$ cat src/rtl/addr_watch_pkg.sv
package addr_watch_pkg;
  localparam int AW_SLOTS    = 4;
  localparam int AW_ADDR_W   = 32;
  localparam int AW_DATA_W   = 32;
  localparam int AW_IDX_W    = 3;
  localparam int AW_STAT_W   = AW_SLOTS + 2;
  localparam int AW_COND_LSB = 16;
  localparam int AW_FIELD_STRIDE = 4;
  localparam int AW_IDX_CTL  = AW_SLOTS;
  localparam int AW_IDX_STAT = AW_SLOTS + 1;

  typedef enum logic [1:0] {
    COND_EXEC  = 2'b00,
    COND_WRITE = 2'b01,
    COND_UNDEF = 2'b10,
    COND_RW    = 2'b11
  } condKind_e;

  typedef enum logic [1:0] {
    SPAN_1     = 2'b00,
    SPAN_2     = 2'b01,
    SPAN_UNDEF = 2'b10,
    SPAN_4     = 2'b11
  } span_e;

  typedef enum logic [1:0] {
    ACC_FETCH = 2'b00,
    ACC_READ  = 2'b01,
    ACC_WRITE = 2'b10,
    ACC_RSVD  = 2'b11
  } accKind_e;

  typedef struct packed {
    logic [AW_SLOTS-1:0]       addrWr;
    logic [AW_ADDR_W-1:0]      wrData;
    logic [AW_SLOTS-1:0]       active;
    logic [AW_SLOTS-1:0][1:0]  cond;
    logic [AW_SLOTS-1:0][1:0]  span;
  } ctrlStrobe_t;
endpackage

$ cat src/rtl/aw_datapath.sv
module aw_datapath
  import addr_watch_pkg::*;
(
  input  logic                              clk,
  input  logic                              rst_n,
  input  ctrlStrobe_t                       strobe,
  input  logic                              accValid,
  input  logic [AW_ADDR_W-1:0]              accAddr,
  input  logic [1:0]                        accSize,
  input  logic [1:0]                        accKind,
  output logic [AW_SLOTS-1:0][AW_ADDR_W-1:0] slotAddr,
  output logic [AW_SLOTS-1:0]               hitVec
);
  localparam int EXT_W = AW_ADDR_W + 1;

  logic [EXT_W-1:0] accStart;
  logic [EXT_W-1:0] accEnd;

  assign accStart = {1'b0, accAddr};
  assign accEnd   = accStart + {{(EXT_W-2){1'b0}}, accSize};

  for (genvar i = 0; i < AW_SLOTS; i++) begin : g_slot
    logic [AW_ADDR_W-1:0] lowMask;
    logic [EXT_W-1:0]     winStart;
    logic [EXT_W-1:0]     winEnd;
    logic                 spanOk;
    logic                 overlap;
    logic                 kindOk;

    always_ff @(posedge clk) begin
      if (!rst_n) slotAddr[i] <= '0;
      else if (strobe.addrWr[i]) slotAddr[i] <= strobe.wrData;
    end

    always_comb begin
      unique case (strobe.span[i])
        SPAN_2:  lowMask = AW_ADDR_W'(1);
        SPAN_4:  lowMask = AW_ADDR_W'(3);
        default: lowMask = '0;
      endcase
      spanOk   = (strobe.span[i] != SPAN_UNDEF);
      winStart = {1'b0, slotAddr[i] & ~lowMask};
      winEnd   = winStart + {1'b0, lowMask};
      overlap  = (accStart <= winEnd) && (winStart <= accEnd);
      unique case (strobe.cond[i])
        COND_EXEC:  kindOk = (accKind == ACC_FETCH) && (strobe.span[i] == SPAN_1)
                             && (accAddr == slotAddr[i]);
        COND_WRITE: kindOk = (accKind == ACC_WRITE) && spanOk && overlap;
        COND_RW:    kindOk = ((accKind == ACC_READ) || (accKind == ACC_WRITE))
                             && spanOk && overlap;
        default:    kindOk = 1'b0;
      endcase
    end

    assign hitVec[i] = accValid && strobe.active[i] && kindOk;
  end
endmodule

$ cat src/rtl/aw_ctrl.sv
module aw_ctrl
  import addr_watch_pkg::*;
(
  input  logic                               clk,
  input  logic                               rst_n,
  input  logic                               regWrEn,
  input  logic [AW_IDX_W-1:0]                regAddr,
  input  logic [AW_DATA_W-1:0]               regWrData,
  output logic [AW_DATA_W-1:0]               regRdData,
  input  logic                               stepPulse,
  input  logic                               taskTrapPulse,
  input  logic [AW_SLOTS-1:0][AW_ADDR_W-1:0] slotAddr,
  input  logic [AW_SLOTS-1:0]                hitVec,
  output ctrlStrobe_t                        strobe,
  output logic                               dbgReq
);
  localparam int SLOT_IDX_W = $clog2(AW_SLOTS);

  logic [AW_DATA_W-1:0] ctlReg;
  logic [AW_STAT_W-1:0] statReg;
  logic [AW_STAT_W-1:0] statNext;
  logic                 reqStage;
  logic                 wrCtl;
  logic                 wrStat;

  assign wrCtl  = regWrEn && (regAddr == AW_IDX_W'(AW_IDX_CTL));
  assign wrStat = regWrEn && (regAddr == AW_IDX_W'(AW_IDX_STAT));

  always_comb begin
    strobe.wrData = regWrData;
    for (int i = 0; i < AW_SLOTS; i++) begin
      strobe.addrWr[i] = regWrEn && (regAddr == AW_IDX_W'(i));
      strobe.active[i] = ctlReg[2*i] | ctlReg[2*i+1];
      strobe.cond[i]   = ctlReg[AW_COND_LSB + AW_FIELD_STRIDE*i +: 2];
      strobe.span[i]   = ctlReg[AW_COND_LSB + AW_FIELD_STRIDE*i + 2 +: 2];
    end
  end

  always_comb begin
    statNext = wrStat ? regWrData[AW_STAT_W-1:0] : statReg;
    statNext = statNext | {taskTrapPulse, stepPulse, hitVec};
  end

  always_ff @(posedge clk) begin
    if (!rst_n) begin
      ctlReg   <= '0;
      statReg  <= '0;
      reqStage <= 1'b0;
      dbgReq   <= 1'b0;
    end else begin
      if (wrCtl) ctlReg <= regWrData;
      statReg  <= statNext;
      reqStage <= |hitVec;
      dbgReq   <= reqStage;
    end
  end

  always_comb begin
    if (regAddr < AW_IDX_W'(AW_SLOTS))
      regRdData = slotAddr[regAddr[SLOT_IDX_W-1:0]];
    else if (regAddr == AW_IDX_W'(AW_IDX_CTL))
      regRdData = ctlReg;
    else if (regAddr == AW_IDX_W'(AW_IDX_STAT))
      regRdData = {{(AW_DATA_W-AW_STAT_W){1'b0}}, statReg};
    else
      regRdData = '0;
  end

  AST_HIT_ONLY_ACTIVE: assert property (@(posedge clk) disable iff (!rst_n)
    (hitVec & ~strobe.active) == '0);

  AST_STATUS_STICKY: assert property (@(posedge clk) disable iff (!rst_n)
    !wrStat |=> ((statReg & $past(statReg)) == $past(statReg)));

  AST_HIT_SETS_STATUS: assert property (@(posedge clk) disable iff (!rst_n)
    |hitVec |=> ((statReg[AW_SLOTS-1:0] & $past(hitVec)) == $past(hitVec)));

  AST_REQ_AFTER_HIT: assert property (@(posedge clk) disable iff (!rst_n)
    |hitVec |=> ##1 dbgReq);

  AST_REQ_NEEDS_HIT: assert property (@(posedge clk) disable iff (!rst_n)
    dbgReq |-> $past(|hitVec, 2));

  for (genvar i = 0; i < AW_SLOTS; i++) begin : g_undef_chk
    AST_UNDEF_SILENT: assert property (@(posedge clk) disable iff (!rst_n)
      ((strobe.cond[i] == COND_UNDEF) || (strobe.span[i] == SPAN_UNDEF))
        |-> !hitVec[i]);
  end
endmodule

$ cat src/rtl/addr_watch_unit.sv
module addr_watch_unit
  import addr_watch_pkg::*;
(
  input  logic                  clk,
  input  logic                  rst_n,
  input  logic                  regWrEn,
  input  logic [AW_IDX_W-1:0]   regAddr,
  input  logic [AW_DATA_W-1:0]  regWrData,
  output logic [AW_DATA_W-1:0]  regRdData,
  input  logic                  accValid,
  input  logic [AW_ADDR_W-1:0]  accAddr,
  input  logic [1:0]            accSize,
  input  logic [1:0]            accKind,
  input  logic                  stepPulse,
  input  logic                  taskTrapPulse,
  output logic                  dbgReq
);
  ctrlStrobe_t                        strobe;
  logic [AW_SLOTS-1:0][AW_ADDR_W-1:0] slotAddr;
  logic [AW_SLOTS-1:0]                hitVec;

  aw_ctrl u_ctrl (
    .clk(clk), .rst_n(rst_n),
    .regWrEn(regWrEn), .regAddr(regAddr), .regWrData(regWrData),
    .regRdData(regRdData),
    .stepPulse(stepPulse), .taskTrapPulse(taskTrapPulse),
    .slotAddr(slotAddr), .hitVec(hitVec),
    .strobe(strobe), .dbgReq(dbgReq)
  );

  aw_datapath u_dp (
    .clk(clk), .rst_n(rst_n), .strobe(strobe),
    .accValid(accValid), .accAddr(accAddr), .accSize(accSize),
    .accKind(accKind), .slotAddr(slotAddr), .hitVec(hitVec)
  );
endmodule

$ cat config.mk
export PLATFORM = sky130hd
export DESIGN_NAME = addr_watch_unit
export DESIGN_NICKNAME = d
export VERILOG_FILES = /design/src/rtl/addr_watch_pkg.sv /design/src/rtl/aw_datapath.sv /design/src/rtl/aw_ctrl.sv /design/src/rtl/addr_watch_unit.sv
export SDC_FILE = /design/constraint.sdc
export NUM_CORES = 1
export LEC_CHECK = 0
export BUFFER_PORTS_ARGS = -buffer_cell sky130_fd_sc_hd__buf_2
export CAP_MARGIN = 10
export CORE_ASPECT_RATIO = 0.75
export CORE_MARGIN = 2
export CORE_UTILIZATION = 45
export CTS_BUF_LIST = sky130_fd_sc_hd__clkbuf_2
export DETAILED_ROUTE_END_ITERATION = 16
export PLACE_DENSITY_LB_ADDON = 0.25
export SETUP_SLACK_MARGIN = 0.1
export SLEW_MARGIN = 30
export SYNTH_ARGS = -nofsm -noshare
export SYNTH_HDL_FRONTEND = slang
export SYNTH_SLANG_ARGS = --single-unit
$ cat constraint.sdc
create_clock -name clk -period 10.9 [get_ports clk]
set_input_delay 1.09 -clock clk [delete_from_list [all_inputs] [get_ports clk]]
set_output_delay 1.09 -clock clk [all_outputs]
set_load 0.01 [all_outputs]
==> results.py, run 1 <==
metrics = {
    "global_route": {
        "grt_pass1_vias": 15400,
        "grt_pass1_wl_um": 102000,
        "antenna_found_initial": 3,
        "grt_max_degree": 88,
        "gr-total-overflow": 0,
        "grtUsageTotal_pct": 36.7,
    },
    "logic_synthesis": {
        "async_flop_share_pct": 0,
        "ys_ff_latch": 168,
        "ys_warn_count": 0,
        "synth_area_per_cell_um2": 7.79,
        "ys_types": 72,
        "syn-cell-area_um2": 16500,
        "netlist_instances": 2113,
        "synth_seq_area_share_pct": 20.4,
        "ys.flop_type": "dfxtp_1",
        "synth-edff-count": 0,
    },
    "timing": {
        "rsz0062_at_grt": "no",
        "setup_viol": 0,
        "max_freq_mhz": 196,
        "post-route-period-util_pct": 46.8,
        "skew_ps": 58.6,
        "hold_viol": 0,
        "setup_ws_ps": 5800,
        "slew_headroom_pct": 18.3,
        "fin_tns_setup_ps": 0,
        "worstMarginPinSlew_ps": 1220,
        "period_minus_slack_ps": 5100,
        "whs_ps": 347,
        "drv_slew": 0,
    },
    "power": {
        "peakVddDrop_uv": 62.7,
        "power_density_nw_per_um2": 77.1,
        "p_leak_nw": 7.11,
    },
    "drt": {
        "vias": 16500,
        "vias_per_cell": 6.26,
        "avgRoutedWirePerCell_um": 26.3,
        "ant_nets": 0,
        "drcViolationCount": 0,
        "drt_iter0_drc": 2114,
        "wirelength_um": 69600,
        "drt_first_pass_iters": 6,
    },
    "finish": {
        "num-fill-cells": 3655,
        "fin_nets": 2505,
        "layout_common_cells": "nand2_1, ha_1, a21oi_1",
        "multiInputGateArea_um2": 12300,
        "register_area_um2": 3360,
        "area_growth_syn_to_layout_pct": 6.95,
        "drive_above_1_share_pct": 9.97,
        "layout_commonest_cell": "nand2_1",
    },
    "clock_tree": {
        "tritoncts": "built",
        "clk_pin_slew_ps": 290,
        "numCtsBuffers": 17,
        "cts_buffer_depth": 2,
        "htree_num_levels": 4,
        "cts_sinks": 168,
        "clock-root-buffer": "clkbuf_2",
        "cts_setup_buffers": 0,
        "cts_resized": 0,
        "clk_latency_ps": 920,
        "cts_hold_buf": 0,
    },
    "placed_design": {
        "routabilityCongestion": 1.03,
        "numPortBuffers": 109,
        "dpl.hpwl_um": 53800,
        "dp_slack_ps": 5030,
    },
    "flow_run": {
        "maxCapViolations": 0,
    },
    "setup_path": {
        "worst_ep_required_time_ps": 11780,
        "critPathLaunchType": "input pin",
        "r2r_setup_slack_ps": 7250,
        "crit_arrival_ps": 5990,
        "worstPathMaxFanout": 10,
        "worstSetupPathType": "input pin to flip-flop",
        "crit_path_end_kind": "flip-flop",
    },
    "floorplanning": {
        "io_pins": 110,
        "start_util_pct": 45.8,
        "die_width_um": 225,
        "num_rows": 60,
        "dieArea_um2": 38100,
        "dieHeight_um": 170,
        "coreArea_um2": 36000,
    },
    "min_path": {
        "worstHoldPathType": "input pin to flip-flop",
    },
    "outcome": {
        "status": "completed",
    },
}
cell usage after synthesis (31+ instances only):
library cell	count	area, um^2
mux4_2	31	698
clkbuf_1	77	289
dfxtp_1	168	3360
nand2_1	442	1660
inv_1	115	432
a21oi_1	243	1220
o21ai_0	54	270
nor2_1	55	206
nand4_1	77	482
xor2_1	126	1100
xnor2_1	92	806
nand3_1	59	295
nor4_1	39	244
a21o_1	56	420
ha_1	264	3300
critical path, stage by stage:
cell     delay [ps]
buf_2           210
ha_1            340
a21o_1          140
nand4_1         230
nor2_1          250
and2_1          190
nand4_1         340
nor2_1          520
nand2_1         130
xor2_1          420
ha_1            220
and4_1          190
nand4_1         170
nor4b_1         590
nand4_1         200
and3_1          230
o21ai_1          80
o31ai_1         170
a41oi_2         240
state kept, by name, indices dropped and copies added (netlist names):
register and flops:
u_ctrl.ctlReg 32, u_dp.slotAddr 128, u_ctrl.reqStage 1, u_ctrl.dbgReq 1
u_ctrl.statReg 6
final cells by class:
| type | count | area share [%] |
|---|---|---|
| well taps | 465 | 3.31 |
| clock buffers | 17 | 0.483 |
| clock inverters | 15 | 0.796 |
| diodes | 3 | 0.0426 |
| flip-flops and latches | 168 | 19.1 |
| multi-input cells | 1736 | 70.0 |
| repair buffers | 124 | 3.74 |
| inverters | 116 | 2.49 |
per-layer routing:
layer / global-route usage [%] / wire length (um) / up-vias
li1: - / - / 7564
met1: 53.1 / 31400 / 8027
met2: 52.5 / 28600 / 836
met3: 9.23 / 7310 / 117
met4: 12.3 / 2260 / 2
met5: 0 / 15 / -
path summary, 6_finish.rpt:
kind | start | endpoint | depth (start not counted)
setup / recovery | accAddr[1] | u_ctrl.reqStage$_SDFF_PN0_ | 19
hold / removal | stepPulse | u_ctrl.statReg[4]$_SDFF_PN0_ | 3
setup reg to reg | u_dp.slotAddr[30]$_SDFFE_PN0P_ | u_ctrl.reqStage$_SDFF_PN0_ | 9
hold reg to reg | u_ctrl.ctlReg[10]$_SDFFE_PN0P_ | u_ctrl.ctlReg[10]$_SDFFE_PN0P_ | 2
metrics by stage:
stage / utilization (%) / power (mW) / instances / instance area, um^2
global placement: 48.3 / 1.00 / 2609 / 17400
global route: 48.9 / 1.42 / 2643 / 17600
detailed placement: 48.3 / 1.01 / 2609 / 17400
finish: 48.9 / 1.36 / 2644 / 17600
CTS: 48.9 / 1.35 / 2641 / 17600
floorplan: - / 0.873 / 2116 / 16500
cell families (layout without fill, tap and decap cells):
logic type / Yosys count / in the layout / synth area share (%)
AOI/OAI and AO/OA: 432 / 432 / 15.4
adders and majority gates: 265 / 265 / 20.2
buffers and inverters: 212 / 272 / 4.99
xor gates and xnor gates: 218 / 218 / 11.6
DFF: 168 / 168 / 20.4
and+or+nand+nor: 770 / 770 / 22.1
other: 1 / 7 / 0.0228
muxes: 47 / 47 / 5.31
where the power goes:
part | total, mW | internal, mW | switching (mW)
Combinational | 0.347 | 0.124 | 0.223
Clock | 0.347 | 0.0705 | 0.276
Sequential | 0.664 | 0.630 | 0.0336
(Power assumes the default switching activity.)
==> inputs of run 2 (changes only) <==
--- a/config.mk
+++ b/config.mk
@@ -5,6 +5,7 @@
 export SDC_FILE = /design/constraint.sdc
 export NUM_CORES = 1
 export LEC_CHECK = 0
+export ABC_AREA = 1
 export BUFFER_PORTS_ARGS = -buffer_cell sky130_fd_sc_hd__buf_2
 export CAP_MARGIN = 10
 export CORE_ASPECT_RATIO = 0.75
==> constraint.sdc (replaced) <==
create_clock -name clk -period 4.1 [get_ports clk]
set_input_delay 0.41 -clock clk [delete_from_list [all_inputs] [get_ports clk]]
set_output_delay 0.41 -clock clk [all_outputs]
set_load 0.01 [all_outputs]
==> run 2 against run 1 <==
Combinational power grew to 3.9 times the previous value. Global-route usage is 4.8 points higher. Cell count is 23% higher. Worst setup slack worse by 5000 ps. Clock power grew to 3.0 times the previous value. Total power grew to 3.1 times the previous value. Critical path depth is 13 lower. Routed wire length is 21% higher. Core utilization is 3.2 points higher. Clock-buffer cell count stayed put.
==> results.py, run 2 <==
metrics = {
    "clock_tree": {
        "cts_sinks": 168,
        "clk_latency_ps": 1030,
        "htree_num_levels": 4,
        "clk_pin_slew_ps": 280,
        "cts_resized": 0,
        "clock-root-buffer": "clkbuf_2",
        "numCtsBuffers": 17,
        "cts_buffer_depth": 2,
        "tritoncts": "built",
        "cts_hold_buf": 43,
        "cts_setup_buffers": 0,
    },
    "setup_path": {
        "crit_start": "regAddr[2]",
        "worst_ep_required_time_ps": 3690,
        "reg2reg_to": "u_ctrl.reqStage$_SDFF_PN0_",
        "worstPathMaxFanout": 13,
        "endpoint": "regRdData[22]",
        "r2r-start": "u_ctrl.ctlReg[30]$_SDFFE_PN0P_",
        "crit_path_end_kind": "output pin",
        "critPathLaunchType": "input pin",
        "r2r_setup_slack_ps": 1020,
        "worst-r2r-cell-count": 18,
        "crit_arrival_ps": 2940,
        "worstSetupPathType": "input pin to output pin",
    },
    "logic_synthesis": {
        "synth_top_area_share_pct": 19.6,
        "synth-edff-count": 0,
        "synth_area_leaders": "dfxtp_1, ha_1, nand2_1, a21oi_1, o21ai_0",
        "synth.most_common_cell": "nand2_1",
        "synth_seq_area_share_pct": 19.6,
        "ys.flop_type": "dfxtp_1",
        "netlist_top_cells_count": "nand2_1, a21oi_1, inv_1, ha_1, o21ai_0",
        "ys_warn_count": 0,
        "syn-cell-area_um2": 17100,
        "yosys.area.top_type": "dfxtp_1",
        "async_flop_share_pct": 0,
        "ys_ff_latch": 168,
        "ys_types": 48,
        "synth_area_per_cell_um2": 6.76,
        "netlist_instances": 2534,
    },
    "drt": {
        "drt_iter0_drc": 3073,
        "wirelength_um": 84200,
        "vias": 19700,
        "avgRoutedWirePerCell_um": 25.9,
        "drt_first_pass_iters": 7,
        "vias_per_cell": 6.04,
        "drcViolationCount": 0,
        "ant_nets": 0,
    },
    "timing": {
        "worstMarginPinSlew_ps": 894,
        "drv_slew": 0,
        "post-route-period-util_pct": 81.7,
        "rsz0062_at_grt": "no",
        "slew_headroom_pct": 40.2,
        "skew_ps": 50.5,
        "period_minus_slack_ps": 3350,
        "max_freq_mhz": 298,
        "setup_viol": 0,
        "fin_tns_setup_ps": 0,
        "hold_viol": 0,
    },
    "global_route": {
        "gr-total-overflow": 0,
        "grt_pass1_vias": 17900,
        "grtUsageTotal_pct": 41.5,
        "grt_max_degree": 71,
        "antenna_found_initial": 4,
        "grt_pass1_wl_um": 121000,
    },
    "finish": {
        "largest_reg_flops": 128,
        "fin_nets": 3072,
        "drive_above_1_share_pct": 11.6,
        "design_area_um2": 19500,
        "layout_commonest_cell": "nand2_1",
        "largestRegisters": "u_dp.slotAddr (128), u_ctrl.ctlReg (32), u_ctrl.statReg (6)",
        "regMostFlops": "u_dp.slotAddr",
        "layout_common_cells": "nand2_1, a21oi_1, inv_1",
        "area_growth_syn_to_layout_pct": 13.7,
    },
    "floorplanning": {
        "coreArea_um2": 37300,
        "dieHeight_um": 173,
        "dieArea_um2": 39700,
        "num_rows": 61,
        "io_pins": 110,
        "start_util_pct": 45.9,
        "die_width_um": 229,
    },
    "power": {
        "p_leak_nw": 8.75,
        "power_density_nw_per_um2": 215,
        "peakVddDrop_uv": 273,
    },
    "placed_design": {
        "dpl.hpwl_um": 68000,
        "numPortBuffers": 109,
        "routabilityCongestion": 1.04,
        "placedInstanceArea_um2": 18800,
    },
    "min_path": {
        "worstHoldPathType": "input pin to flip-flop",
    },
    "outcome": {
        "status": "completed",
    },
    "flow_run": {
        "maxCapViolations": 0,
    },
}
-- run 2: how the worst min path moves through the flow --
stage / from / end / slack (ps) / cells past startpoint
after global routing: regAddr[2] / u_dp.slotAddr[2]$_SDFFE_PN0P_ / 100 / 6
after CTS: regAddr[2] / u_dp.slotAddr[4]$_SDFFE_PN0P_ / 70 / 6
after global placement: u_ctrl.ctlReg[13]$_SDFFE_PN0P_ / u_ctrl.ctlReg[13]$_SDFFE_PN0P_ / 430 / 2
final: regAddr[2] / u_dp.slotAddr[5]$_SDFFE_PN0P_ / 140 / 6
after floorplan: u_ctrl.reqStage$_SDFF_PN0_ / u_ctrl.dbgReq$_SDFF_PN0_ / 390 / 2
after detailed placement: u_ctrl.reqStage$_SDFF_PN0_ / u_ctrl.dbgReq$_SDFF_PN0_ / 440 / 2
-- run 2: logic make-up after synthesis --
| group | synth area share (%) |
|---|---|
| simple gates | 24.2 |
| compound gates | 19.7 |
| buf+inv | 8.69 |
| fa+ha+maj | 19.4 |
| flops | 19.6 |
| xor+xnor | 8.33 |
| other cells | 0.0219 |
-- run 2: through the flow --
stage | cells | utilization, % | setup WS (ps) | power (mW) | hold WS, ps
final | 3252 | 52.2 | 748 | 4.18 | 140
after CTS | 3247 | 52.2 | 865 | 4.13 | 70.6
after floorplan | 2537 | - | 805 | 2.53 | 390
after detailed placement | 3172 | 50.4 | 13.9 | 3.09 | 442
after global placement | 3172 | 50.4 | 60.9 | 3.07 | 435
after global routing | 3249 | 52.2 | 700 | 4.36 | 103
-- run 2: layout make-up --
cell class / instances / area (um^2)
fill: 3801 / 17800
inverter: 292 / 1100
timing repair buffer: 263 / 1840
multi-input combinational: 1988 / 12300
sequential: 168 / 3360
clock buffer: 17 / 85.1
clock inverter: 15 / 160
antenna: 5 / 12.5
tap: 504 / 631
-- run 2: metal layers --
layer | up-vias | GRT usage [%] | wire length, um
met1 | 9239 | 60.7 | 37100
met3 | 163 | 9.22 | 10300
met5 | - | 0 | 0
met4 | 0 | 11.9 | 2720
met2 | 1239 | 60.4 | 34100
li1 | 9016 | - | -
-- run 2: critical path: stages --
cell and delay, ps:
buf_2 190, clkinv_1 680, nor2_2 580, inv_1 340, o21ai_0 510, buf_2 230
-- run 2: power breakdown --
group | switching (mW) | total, mW | leakage (nW) | internal (mW)
registers | 0.0962 | 1.80 | 1.37 | 1.70
clock network | 0.778 | 1.03 | 0.141 | 0.249
logic | 0.900 | 1.36 | 7.25 | 0.460
